## src/rtl/prot_pkg.sv

```systemverilog
`timescale 1ns/1ps
package prot_pkg;
  typedef enum logic [1:0] {
    LVL_OPEN = 2'b00,
    LVL_LOCK = 2'b01,
    LVL_BAD  = 2'b10,
    LVL_KILL = 2'b11
  } lvl_e;

  // bit 1 set means lockout; corrupted 2'b10 fails safe
  function automatic lvl_e norm_lvl(input logic [1:0] raw);
    return raw[1] ? LVL_KILL : (raw[0] ? LVL_LOCK : LVL_OPEN);
  endfunction
endpackage

```

## src/rtl/prot_mode_fsm.sv

```systemverilog
`timescale 1ns/1ps
module prot_mode_fsm
  import prot_pkg::*;
#(
  parameter logic [1:0] INIT_MODE = 2'b00
) (
  input  logic       clk_i,
  input  logic       rst_ni,
  input  logic       req_i,
  input  logic [1:0] tgt_i,
  input  logic       erase_fin_i,
  output lvl_e       lvl_o,
  output logic       ack_o,
  output logic       nack_o,
  output logic       erased_o
);
  logic [1:0] lvl_q;
  logic       ack_q, nack_q, erased_q;
  lvl_e       cur, tgt;
  logic       legal;

  assign cur = norm_lvl(lvl_q);
  assign tgt = norm_lvl(tgt_i);

  always_comb begin
    legal = 1'b0;
    unique case (cur)
      LVL_OPEN: legal = (tgt == LVL_LOCK) || (tgt == LVL_KILL);
      LVL_LOCK: legal = (tgt == LVL_OPEN) && erased_q;
      default:  legal = 1'b0;
    endcase
  end

  always_ff @(posedge clk_i or negedge rst_ni) begin
    if (!rst_ni) begin
      lvl_q    <= INIT_MODE;
      ack_q    <= 1'b0;
      nack_q   <= 1'b0;
      erased_q <= 1'b0;
    end else begin
      ack_q  <= req_i && legal;
      nack_q <= req_i && !legal;
      if (req_i && legal) lvl_q <= tgt;
      // entering a protected level forgets any earlier erase
      if (req_i && legal && (tgt != LVL_OPEN)) erased_q <= 1'b0;
      else if (erase_fin_i)                   erased_q <= 1'b1;
    end
  end

  assign lvl_o    = cur;
  assign ack_o    = ack_q;
  assign nack_o   = nack_q;
  assign erased_o = erased_q;
endmodule

```

## src/rtl/prot_erase_ctrl.sv

```systemverilog
`timescale 1ns/1ps
module prot_erase_ctrl (
  input  logic clk_i,
  input  logic rst_ni,
  input  logic req_i,
  input  logic int_i,
  input  logic kill_i,
  input  logic done_i,
  output logic ack_o,
  output logic nack_o,
  output logic busy_o,
  output logic fin_o,
  output logic ext_en_o
);
  logic busy_q, ack_q, nack_q, accept;

  assign ext_en_o = !kill_i;
  assign accept   = req_i && !busy_q && (int_i || ext_en_o);
  assign fin_o    = done_i && busy_q;

  always_ff @(posedge clk_i or negedge rst_ni) begin
    if (!rst_ni) begin
      busy_q <= 1'b0;
      ack_q  <= 1'b0;
      nack_q <= 1'b0;
    end else begin
      ack_q  <= accept;
      nack_q <= req_i && !accept;
      if (accept)     busy_q <= 1'b1;
      else if (fin_o) busy_q <= 1'b0;
    end
  end

  assign ack_o  = ack_q;
  assign nack_o = nack_q;
  assign busy_o = busy_q;
endmodule

```

## src/rtl/prot_row_guard.sv

```systemverilog
`timescale 1ns/1ps
module prot_row_guard #(
  parameter int NUM_ROWS = 16,
  localparam int ROW_W = $clog2(NUM_ROWS)
) (
  input  logic             clk_i,
  input  logic             rst_ni,
  input  logic             clr_i,
  input  logic             we_i,
  input  logic [ROW_W-1:0] idx_i,
  input  logic             rd_i,
  input  logic             wr_i,
  input  logic [ROW_W-1:0] acc_idx_i,
  input  logic             acc_int_i,
  output logic             rd_en_o,
  output logic             wr_en_o
);
  logic [NUM_ROWS-1:0] rd_blk_q, wr_blk_q;

  for (genvar r = 0; r < NUM_ROWS; r++) begin : g_row
    logic hit;
    assign hit = we_i && (idx_i == ROW_W'(r));
    always_ff @(posedge clk_i or negedge rst_ni) begin
      if (!rst_ni) begin
        rd_blk_q[r] <= 1'b0;
        wr_blk_q[r] <= 1'b0;
      end else if (clr_i) begin
        rd_blk_q[r] <= 1'b0;
        wr_blk_q[r] <= 1'b0;
      end else if (hit) begin
        rd_blk_q[r] <= rd_i;
        wr_blk_q[r] <= wr_i;
      end
    end
  end

  assign rd_en_o = acc_int_i || !rd_blk_q[acc_idx_i];
  assign wr_en_o = acc_int_i || !wr_blk_q[acc_idx_i];
endmodule

```

## src/rtl/prot_dbg_gate.sv

```systemverilog
`timescale 1ns/1ps
module prot_dbg_gate
  import prot_pkg::*;
(
  input  logic clk_i,
  input  logic rst_ni,
  input  lvl_e lvl_i,
  input  logic dis_i,
  input  logic clr_i,
  output logic en_o
);
  logic dis_q;

  always_ff @(posedge clk_i or negedge rst_ni) begin
    if (!rst_ni)    dis_q <= 1'b0;
    else if (clr_i) dis_q <= 1'b0;  // erase wins over a same-cycle disable
    else if (dis_i) dis_q <= 1'b1;
  end

  assign en_o = (lvl_i == LVL_OPEN) && !dis_q;
endmodule

```

## src/rtl/prot_mode_ctrl.sv

```systemverilog
`timescale 1ns/1ps
module prot_mode_ctrl
  import prot_pkg::*;
#(
  parameter logic [1:0] INIT_MODE = 2'b00,
  parameter int NUM_ROWS = 16,
  localparam int ROW_W = $clog2(NUM_ROWS)
) (
  input  logic             clk_i,
  input  logic             rst_ni,
  input  logic             mode_req_i,
  input  logic [1:0]       mode_tgt_i,
  output logic             mode_ack_o,
  output logic             mode_nack_o,
  output logic [1:0]       mode_o,
  input  logic             erase_req_i,
  input  logic             erase_int_i,
  input  logic             erase_done_i,
  output logic             erase_ack_o,
  output logic             erase_nack_o,
  output logic             erase_busy_o,
  output logic             ext_erase_en_o,
  input  logic             fw_dbg_dis_i,
  output logic             dbg_en_o,
  input  logic             row_cfg_we_i,
  input  logic [ROW_W-1:0] row_cfg_idx_i,
  input  logic             row_cfg_rd_i,
  input  logic             row_cfg_wr_i,
  input  logic [ROW_W-1:0] acc_idx_i,
  input  logic             acc_int_i,
  output logic             row_rd_en_o,
  output logic             row_wr_en_o
);
  lvl_e lvl;
  logic erase_fin, erased;

  prot_mode_fsm #(.INIT_MODE(INIT_MODE)) u_fsm (
    .clk_i, .rst_ni,
    .req_i      (mode_req_i),
    .tgt_i      (mode_tgt_i),
    .erase_fin_i(erase_fin),
    .lvl_o      (lvl),
    .ack_o      (mode_ack_o),
    .nack_o     (mode_nack_o),
    .erased_o   (erased)
  );

  prot_erase_ctrl u_erase (
    .clk_i, .rst_ni,
    .req_i   (erase_req_i),
    .int_i   (erase_int_i),
    .kill_i  (lvl == LVL_KILL),
    .done_i  (erase_done_i),
    .ack_o   (erase_ack_o),
    .nack_o  (erase_nack_o),
    .busy_o  (erase_busy_o),
    .fin_o   (erase_fin),
    .ext_en_o(ext_erase_en_o)
  );

  prot_row_guard #(.NUM_ROWS(NUM_ROWS)) u_rows (
    .clk_i, .rst_ni,
    .clr_i    (erase_fin),
    .we_i     (row_cfg_we_i),
    .idx_i    (row_cfg_idx_i),
    .rd_i     (row_cfg_rd_i),
    .wr_i     (row_cfg_wr_i),
    .acc_idx_i(acc_idx_i),
    .acc_int_i(acc_int_i),
    .rd_en_o  (row_rd_en_o),
    .wr_en_o  (row_wr_en_o)
  );

  prot_dbg_gate u_dbg (
    .clk_i, .rst_ni,
    .lvl_i(lvl),
    .dis_i(fw_dbg_dis_i),
    .clr_i(erase_fin),
    .en_o (dbg_en_o)
  );

  assign mode_o = lvl;
endmodule

```

## config.mk

```make
export PLATFORM = sky130hd
export DESIGN_NAME = prot_mode_ctrl
export DESIGN_NICKNAME = d
export VERILOG_FILES = /design/src/rtl/prot_pkg.sv /design/src/rtl/prot_mode_fsm.sv /design/src/rtl/prot_erase_ctrl.sv /design/src/rtl/prot_row_guard.sv /design/src/rtl/prot_dbg_gate.sv /design/src/rtl/prot_mode_ctrl.sv
export SDC_FILE = /design/constraint.sdc
export NUM_CORES = 1
export LEC_CHECK = 0
export BUFFER_PORTS_ARGS = -buffer_cell sky130_fd_sc_hd__buf_2
export CAP_MARGIN = 10
export CORE_MARGIN = 4
export CORE_UTILIZATION = 51
export CTS_CLUSTER_DIAMETER = 30
export DETAILED_ROUTE_END_ITERATION = 8
export HOLD_SLACK_MARGIN = 0.05
export PLACE_DENSITY = 0.75
export SYNTH_ARGS = -nofsm -noshare
export SYNTH_HDL_FRONTEND = slang
export SYNTH_HIERARCHICAL = 1
export SYNTH_SLANG_ARGS = --single-unit
```

## constraint.sdc

```tcl
create_clock -name clk_i -period 1.38 [get_ports clk_i]
set_clock_uncertainty 0.1 [all_clocks]
set_input_delay 0.069 -clock clk_i [delete_from_list [all_inputs] [get_ports clk_i]]
set_output_delay 0.069 -clock clk_i [all_outputs]
set_load 0.05 [all_outputs]
```

==> impl_results.html <==
<table>
<tr><th>Metric</th><th>Value</th></tr>
<tr><th colspan="2">Synthesis</th></tr>
<tr><td>Synthesized net count</td><td>241</td></tr>
<tr><td>Cell count after synthesis</td><td>220</td></tr>
<tr><td>Most repeated cell in the gate-level netlist after synthesis</td><td>dfrtp_1</td></tr>
<tr><td>Seq cells post-synth</td><td>41</td></tr>
<tr><td>Post-synth EDFFs</td><td>0</td></tr>
<tr><td>Sequential area share after synthesis</td><td>47.7%</td></tr>
<tr><td>Ys Warns</td><td>6</td></tr>
<tr><td>Synthesized area divided by synthesized cell count</td><td>9.78 sq um</td></tr>
<tr><td>Fraction of synthesized cell area taken by the top area cell type</td><td>47.7%</td></tr>
<tr><td>Cell accounting for the most synthesized area</td><td>dfrtp_1</td></tr>
<tr><td>Unique masters post-synth</td><td>40</td></tr>
<tr><td>Post-synthesis instance area</td><td>2150 sq um</td></tr>
<tr><td>Most used standard cells in the synthesized netlist</td><td>dfrtp_1 (41), nor2_1 (26), a21oi_1 (22), nand2_1 (22), o21ai_0 (20)</td></tr>
<tr><td>Share of synthesized flip-flops with an asynchronous set or reset</td><td>100%</td></tr>
<tr><td>Dominant cells by area after synthesis</td><td>dfrtp_1 (48%), mux2i_1 (5.6%), a21oi_1 (5.1%)</td></tr>
<tr><td>Most used flip-flop cell after synthesis</td><td>dfrtp_1</td></tr>
<tr><th colspan="2">Pwr</th></tr>
<tr><td>Clock power frac</td><td>34.8%</td></tr>
<tr><td>Highest ir drop seen on vdd</td><td>0.000681 V</td></tr>
<tr><td>Combinational share of power</td><td>21.3%</td></tr>
<tr><td>NetSw</td><td>0.891 mW</td></tr>
<tr><td>Power per cell area</td><td>1140 nW/um^2</td></tr>
<tr><td>Sw Share</td><td>27.3%</td></tr>
<tr><td>Proportion of power drawn by flip-flops and latches</td><td>43.9%</td></tr>
<tr><td>P_leak</td><td>1.34 nW</td></tr>
<tr><td>Internal power summed over all cells</td><td>2.37 mW</td></tr>
<tr><th colspan="2">Global route</th></tr>
<tr><td>Number of antenna violations at the first check in global routing</td><td>0</td></tr>
<tr><td>Global route total overflow</td><td>0</td></tr>
<tr><td>Vias in the first global route</td><td>1,801</td></tr>
<tr><td>Wire length of the first global-routing pass</td><td>9010 um</td></tr>
<tr><td>Maximum number of pins on one net before global-route repair</td><td>42</td></tr>
<tr><td>Total routing usage reported by global routing</td><td>22.1%</td></tr>
<tr><th colspan="2">Finish</th></tr>
<tr><td>Area of all placed cells without fillers</td><td>2870 sq um</td></tr>
<tr><td>Post-synthesis to final-layout area growth</td><td>33.6%</td></tr>
<tr><td>Share of post-route cells with drive strength above 1</td><td>32.9%</td></tr>
<tr><td>Antenna diodes</td><td>0</td></tr>
<tr><td>Net count, final</td><td>300</td></tr>
<tr><td># fillers</td><td>309</td></tr>
<tr><td>Finished Layout Cells</td><td>330</td></tr>
<tr><th colspan="2">Detailed routing</th></tr>
<tr><td>Vias post-DR</td><td>1,848</td></tr>
<tr><td>Aggregate routed wire length</td><td>5250 um</td></tr>
<tr><td>WL per Instance</td><td>15.9 um</td></tr>
<tr><td>First-pass detailed-route iteration total</td><td>4</td></tr>
<tr><td>Vias per cell</td><td>5.60</td></tr>
<tr><td>DRC viols</td><td>0</td></tr>
<tr><td>Number of nets still failing antenna checks after routing</td><td>0</td></tr>
<tr><td>Number of DRC markers in iteration 0</td><td>137</td></tr>
<tr><th colspan="2">Timing</th></tr>
<tr><td>Fin crit share</td><td>134%</td></tr>
<tr><td>Period minus WS final</td><td>1.86 ns</td></tr>
<tr><td>Final count of pins violating max slew</td><td>0</td></tr>
<tr><td>Achievable clock frequency</td><td>539 MHz</td></tr>
<tr><td>Count of final hold-check violations</td><td>0</td></tr>
<tr><td>RSZ-0062 raised after global routing</td><td>true</td></tr>
<tr><td>Slew margin rel.</td><td>73.1%</td></tr>
<tr><td>Worst-margin pin slew</td><td>0.402 ns</td></tr>
<tr><td>Total of endpoints with negative setup slack in the final report</td><td>5</td></tr>
<tr><td>Worst Slack Setup Final</td><td>-0.476 ns</td></tr>
<tr><th colspan="2">Worst hold path</th></tr>
<tr><td>Start point of the worst hold path</td><td>row_cfg_rd_i</td></tr>
<tr><td>Worst Hold Endpoint</td><td>u_rows/rd_blk_q[14]</td></tr>
<tr><td>Worst Hold Depth</td><td>3</td></tr>
<tr><td>Hold WC Path Type</td><td>in -&gt; reg</td></tr>
<tr><th colspan="2">Clocking</th></tr>
<tr><td>Clock-pin transition on the worst setup and hold timing paths</td><td>0.08 ns</td></tr>
<tr><td>CTS Root Cell</td><td>clkbuf_8</td></tr>
<tr><td>Clock Tree Buf Depth</td><td>2</td></tr>
<tr><td>H-Tree Level Count</td><td>2</td></tr>
<tr><td>Clock tree from TritonCTS</td><td>built</td></tr>
<tr><td>Total CTS buffers</td><td>5</td></tr>
<tr><td>Clock latency at the later pin of the worst-skew pair</td><td>0.29 ns</td></tr>
<tr><td>Total number of clock tree sinks</td><td>41</td></tr>
<tr><th colspan="2">Worst setup path</th></tr>
<tr><td>Startpoint kind of the worst setup timing path</td><td>flop</td></tr>
<tr><td>Crit Path Max Fanout</td><td>2</td></tr>
<tr><td>Reg-to-reg slack, setup</td><td>0 ns</td></tr>
<tr><td>Endpoint of the worst-slack reg-to-reg timing path</td><td>u_erase/nack_o</td></tr>
<tr><td>R2R cell count</td><td>6</td></tr>
<tr><td>Start of the worst register-to-register path</td><td>u_fsm/lvl_q[0]</td></tr>
<tr><td>WP data arrival</td><td>1.69 ns</td></tr>
<tr><td>Class of the most critical setup path</td><td>reg -&gt; out</td></tr>
<tr><td>Endpoint type of the worst setup path</td><td>primary output</td></tr>
<tr><td>Worst endpoint required time</td><td>1.21 ns</td></tr>
<tr><th colspan="2">Outcome</th></tr>
<tr><td>Violations in the final reports</td><td>setup timing</td></tr>
<tr><td>Outcome</td><td>complete, but fails checks</td></tr>
<tr><th colspan="2">Floorplanning</th></tr>
<tr><td>Die X</td><td>72.9 um</td></tr>
<tr><td>Overall die area</td><td>5320 sq um</td></tr>
<tr><td>Placeable core region</td><td>4030 sq um</td></tr>
<tr><td>Site Rows</td><td>23</td></tr>
<tr><td>Initial Utilization</td><td>53.4%</td></tr>
<tr><td>Ports</td><td>32</td></tr>
<tr><td>Die extent in y</td><td>72.9 um</td></tr>
<tr><th colspan="2">Place</th></tr>
<tr><td>Placed instance area</td><td>2540 sq um</td></tr>
<tr><td>Final weighted congestion in routability-driven placement</td><td>0.802</td></tr>
<tr><td>Port Buffers</td><td>31</td></tr>
<tr><td>Number of placed cells counting well taps</td><td>310</td></tr>
<tr><td>Post-DP HPWL</td><td>3490 um</td></tr>
<tr><th colspan="2">Run</th></tr>
<tr><td>Count of maximum capacitance violations</td><td>0</td></tr>
</table>
==> area by class of cell <==
| cell class | count | area (sq um) | area share, % |
|---|---|---|---|
| clock inverters | 3 | 65.1 | 2.26 |
| flip-flops and latches | 41 | 1030 | 35.8 |
| clock buffers | 5 | 68.8 | 2.39 |
| repair buffers | 63 | 477 | 16.6 |
| well taps | 50 | 62.6 | 2.18 |
| inverters | 7 | 28.8 | 1.00 |
| multi-input cells | 161 | 1140 | 39.8 |
==> sequential cells by signal (all words and copies together), names as in the netlist <==
signal / cells
u_fsm/lvl_q: 2
u_fsm/erased_o: 1
u_erase/ack_o: 1
u_fsm/ack_o: 1
u_rows/wr_blk_q: 16
u_dbg/dis_q: 1
u_rows/rd_blk_q: 16
u_fsm/nack_o: 1
u_erase/busy_o: 1
u_erase/nack_o: 1
==> placed cells by master (no fill, tap or decap), drive strengths merged, types with 2 or more instances in the layout <==
cell,n
buf,55
nor2b,7
o21ai,20
nor3b,2
nor2,26
o21bai,3
a211oi,2
dfrtp,41
a21oi,22
o22ai,2
and2,2
nand2b,7
nand3b,3
nand3,3
bufinv,2
inv,7
mux4,4
and2b,2
mux2i,12
nor3,3
nand2,22
a2111oi,6
or3,2
mux2,2
clkbuf,5
dlygate4sd3,8
==> metrics by stage <==
step / setup WS, ns / hold slack [ns] / total power [mW] / util, % / TNS, ns
after floorplan: -0.118 / -0.327 / 1.81 / - / -0.216
after global placement: -0.264 / -0.0437 / 2.06 / 63.2 / -0.513
after detailed placement: -0.306 / -0.0428 / 2.08 / 63.2 / -0.569
after CTS: -0.468 / 0.0680 / 3.27 / 70.7 / -1.03
after global routing: -0.543 / 0.0696 / 3.42 / 71.3 / -1.31
final: -0.476 / 0.0689 / 3.26 / 71.3 / -0.999
==> per-layer routing <==
layer | part of all wire (%) | vias to the layer above | wire length (um) | global-route usage, %
met5 | 0 | - | 0 | 0
met4 | 0.84 | 0 | 44 | 5.53
met3 | 4.4 | 4 | 231 | 5.23
met2 | 49 | 46 | 2580 | 35.8
met1 | 46 | 908 | 2390 | 30.1
li1 | - | 890 | - | -
==> worst max-delay path, stage by stage, from the launching register on <==
cell and delay (ns):
dfrtp_1 0.40, mux4_2 0.49, nor2b_1 0.15, nor3_2 0.07, o21bai_4 0.13, buf_8 0.16
==> cell families (layout without fill, tap and decap cells) <==
logic type	after synthesis	in the layout	share of synthesized area, %
simple gates	84	84	20.2
compound gates	59	59	16.8
flops	41	41	47.7
mux	18	18	11.5
buf+inv	18	78	3.84
==> timing repair <==
action,CTS,global route
gates resized for setup,22,4
endpoints found under the setup margin,4,5
buffers inserted,2,2
hold buffers,8,0
cloned,0,0
hold endpoints to repair,50,0
pin swaps,2,2
==> power groups by stage <==
stage	Clock, mW	Combinational [mW]	Sequential (mW)
2_1_floorplan	0	0.346	1.47
3_3_place_gp	0	0.613	1.44
3_5_place_dp	0	0.625	1.45
4_1_cts	1.15	0.684	1.43
5_1_grt	1.22	0.759	1.45
6_report	1.14	0.696	1.43
==> how the worst max path moves through the flow <==
| stage | start | endpoint |
|---|---|---|
| after floorplan | u_rows/rd_blk_q[3] | row_rd_en_o |
| after global placement | acc_idx_i[0] | row_rd_en_o |
| after detailed placement | acc_idx_i[0] | row_rd_en_o |
| after CTS | u_rows/rd_blk_q[14] | row_rd_en_o |
| after global routing | u_rows/rd_blk_q[14] | row_rd_en_o |
| final | u_rows/wr_blk_q[14] | row_wr_en_o |
Power figures use the tool's default switching activity.
